--- src/rtl/pdm_dac.sv ---
module pdm_dac #(
  parameter int DW = 8
) (
  input  logic          clk,
  input  logic          rst,
  input  logic [DW-1:0] level_i,
  output logic          pulse_o
);
  localparam int AW = DW + 2;
  localparam logic [AW-1:0] ACC_INIT = AW'(1) << DW;

  logic [AW-1:0] acc_q;
  logic [AW-1:0] fbk;
  logic [AW-1:0] diff;
  logic [AW-1:0] acc_d;

  assign fbk   = {acc_q[AW-1], acc_q[AW-1], {DW{1'b0}}};
  assign diff  = {2'b00, level_i} + fbk;
  assign acc_d = diff + acc_q;

  always_ff @(posedge clk or posedge rst) begin
    if (rst) begin
      acc_q   <= ACC_INIT;
      pulse_o <= 1'b0;
    end else begin
      acc_q   <= acc_d;
      pulse_o <= acc_q[AW-1];
    end
  end
endmodule


--- config.mk ---
export PLATFORM = sky130hd
export DESIGN_NAME = pdm_dac
export DESIGN_NICKNAME = d
export VERILOG_FILES = /design/src/rtl/pdm_dac.sv
export SDC_FILE = /design/constraint.sdc
export NUM_CORES = 1
export LEC_CHECK = 0
export ABC_AREA = 1
export BUFFER_PORTS_ARGS = -buffer_cell sky130_fd_sc_hd__buf_2
export CORE_MARGIN = 1
export CORE_UTILIZATION = 52
export DETAILED_ROUTE_END_ITERATION = 8
export GPL_ROUTABILITY_DRIVEN = 0
export PLACE_DENSITY_LB_ADDON = 0.3
export SYNTH_ARGS = -nofsm -noshare
export SYNTH_HDL_FRONTEND = slang
export SYNTH_SLANG_ARGS = --single-unit
--- constraint.sdc ---
create_clock -name clk -period 3.3 [get_ports clk]
set_input_delay 0.825 -clock clk [delete_from_list [all_inputs] [get_ports clk]]
set_output_delay 0.825 -clock clk [all_outputs]
set_load 0.05 [all_outputs]
==> impl_metrics.toml <==
[status]
outcome = "finished clean"

[worst_setup_path]
rrSetupSlack_ps = 1830
start_kind = "input port"
cp_max_fo = 3
r2r-end = "acc_q[6]$_DFF_PP0_"
cp.arrival_ps = 1940
critPathCaptureType = "flop"
critPathRequiredTime_ps = 3470
reg2reg_depth = 9
worstSetupPathType = "input port to flop"
r2r-start = "acc_q[0]$_DFF_PP0_"

[cts]
hold_buffers = 0
clock_path_buffers = 2
clk_pin_slew_ps = 70
post-cts-setup-buffers = 0
cts_sinks = 11
clkLatencyLatePin_ps = 270
cts_tree = "yes"
clockRootBuffer = "clkbuf_4"
cts_max_level = 1
post_cts_resized = 0
cts_made_buffers = 3

[floorplanning]
start_util_pct = 55.6
die_h_um = 39.3
die_area_um2 = 1540
core_area_um2 = 1300
die_w_um = 39.3
fp-row-count = 13
design.portCount = 11

[min_path]
hold_path_class = "flop to flop"
holdPathEnd = "pulse_o$_DFF_PP0_"
min_from = "acc_q[9]$_DFF_PP0_"
holdPathStages = 0

[sta]
fin_crit_ps = 1770
worst_pin_slew_ps = 422
post-route-period-util_pct = 53.6
maxSlewHeadroom_pct = 71.8
setup_tns_ps = 0
slew_violations = 0
setup_viol_count_final = 0
hold_slack_ps = 383
rsz0062_at_grt = "no"
fmax_mhz = 565
clock-skew-final_ps = 1.51
report.final.hold_viol_count = 0

[yosys]
syn_inst = 94
synth.distinct_cells = 13
yosysWarnings = 0
syn_avg_cell_area_um2 = 7.69
syn-cell-area_um2 = 723
yosysSeqAreaShare_pct = 38.2
synth-seq-cells = 11
synth_nets = 114

[global_routing]
grt_pass1_wl_um = 2010
grt_max_degree = 12
grt_usage_pct = 20.6
antenna_found_initial = 0
grt_pass1_vias = 510
globalRouteOverflowTotal = 0

[cells_and_area]
final_common_cell = "nand2_1"
stdcell_area_um2 = 818
final_cell_mix = "nand2_1, inv_1, dfrtp_1, buf_2, ha_1"
nets = 129
finish.utilization_pct = 62.9
area_growth_pct = 13.1
n_antenna_cell = 0
drive_gt1_share_pct = 13.0

[pwr]
swShare_pct = 43.6
combPwrFrac_pct = 57.4
power_frac_seq_pct = 30.4
internal_power_w = 0.000437
ir_drop_mv = 0.435
p_clk_share_pct = 12.2
p_sw_w = 0.000339
powerDensity_nw_per_um2 = 948
power_leakage_nw = 0.492

[routing]
drc = 0
wirelength_um = 1230
first_iter_violations = 20
ant_nets = 0
vias = 595
dr.pass1.iters = 4
wl_per_cell_um = 9.97
vias_per_cell = 4.84

[placed_design]
port_buffers = 10
dpl-instance-area_um2 = 792
dp_hpwl_um = 989

[flow_run]
maxCapViolations = 0
## logic make-up (layout without fill, tap and decap cells)
logic type	count (synthesis)	count (layout)	share of synthesized area, %
buffers and inverters	18	32	9.34
AND/OR/NAND/NOR	49	49	28.4
AO/OA/AOI/OAI	3	3	2.08
flip-flops	11	11	38.2
adder cells (fa/ha/maj)	10	10	18.3
XOR/XNOR	3	3	3.63
## cell type report
cell class              instances  area [um2]
well taps                      15        18.8
multi-input cells              65         379
inverters                      18        67.6
fillers                       122         483
flip-flops and latches         11         277
repair buffers                 10        50.0
clock buffers                   4        26.3
## synth_stat cells
cell type  number  share of area, %
nor2_1          4               2.1
fa_1            1               2.8
dfrtp_1        10                35
a21oi_1         3               2.1
nand3_1         6               4.2
or2_1           2               1.7
dfstp_2         1               3.6
xnor2_1         3               3.6
nand2_1        34                18
inv_1          18               9.3
nor3_1          1              0.69
ha_1            9                16
nand3b_1        2               2.1
## per-stage QoR
step / setup WS (ps) / std cells / total power (W)
3_5_place_dp: 1250 / 119 / 0.000688
4_1_cts: 1530 / 123 / 0.000783
5_1_grt: 1410 / 123 / 0.000865
2_1_floorplan: 1410 / 94 / 0.000599
6_report: 1530 / 123 / 0.000776
3_3_place_gp: 1280 / 119 / 0.000671
## worst max-delay path: stages
cell      delay, ps
buf_2            80
ha_1            150
inv_1            50
fa_1            400
inv_1            70
nand2_1          50
nand2_1          90
nand3b_1        100
nand3_1          80
nand2_1          50
## registers in the layout (all words and copies together) (netlist names)
name	cells
acc_q	10
pulse_o	1
## worst max-delay path by stage
| stage | startpoint | end | slack, ps | cells after the start |
|---|---|---|---|---|
| final | level_i[0] | acc_q[6]$_DFF_PP0_ | 1530 | 10 |
| after CTS | level_i[0] | acc_q[8]$_DFF_PP1_ | 1530 | 11 |
| after global placement | level_i[0] | acc_q[6]$_DFF_PP0_ | 1280 | 10 |
| after global routing | level_i[0] | acc_q[8]$_DFF_PP1_ | 1410 | 11 |
| after detailed placement | level_i[0] | acc_q[6]$_DFF_PP0_ | 1250 | 10 |
| after floorplan | level_i[0] | acc_q[6]$_DFF_PP0_ | 1410 | 9 |
## routing by layer
metal	global-route usage [%]	up-vias	share of wire, %
li1	-	318	-
met1	24.2	264	46
met2	34.6	9	47
met3	5.11	4	3.9
met4	10.3	0	3.1
met5	0	-	0
## power by group through the flow
stage | Clock [W] | Sequential (W) | Combinational [W]
6_report | 0.0000950 | 0.000236 | 0.000445
5_1_grt | 0.000100 | 0.000244 | 0.000520
4_1_cts | 0.0000955 | 0.000237 | 0.000451
3_5_place_dp | 0 | 0.000238 | 0.000449
3_3_place_gp | 0 | 0.000235 | 0.000436
2_1_floorplan | 0 | 0.000249 | 0.000350
(Power assumes the default switching activity.)
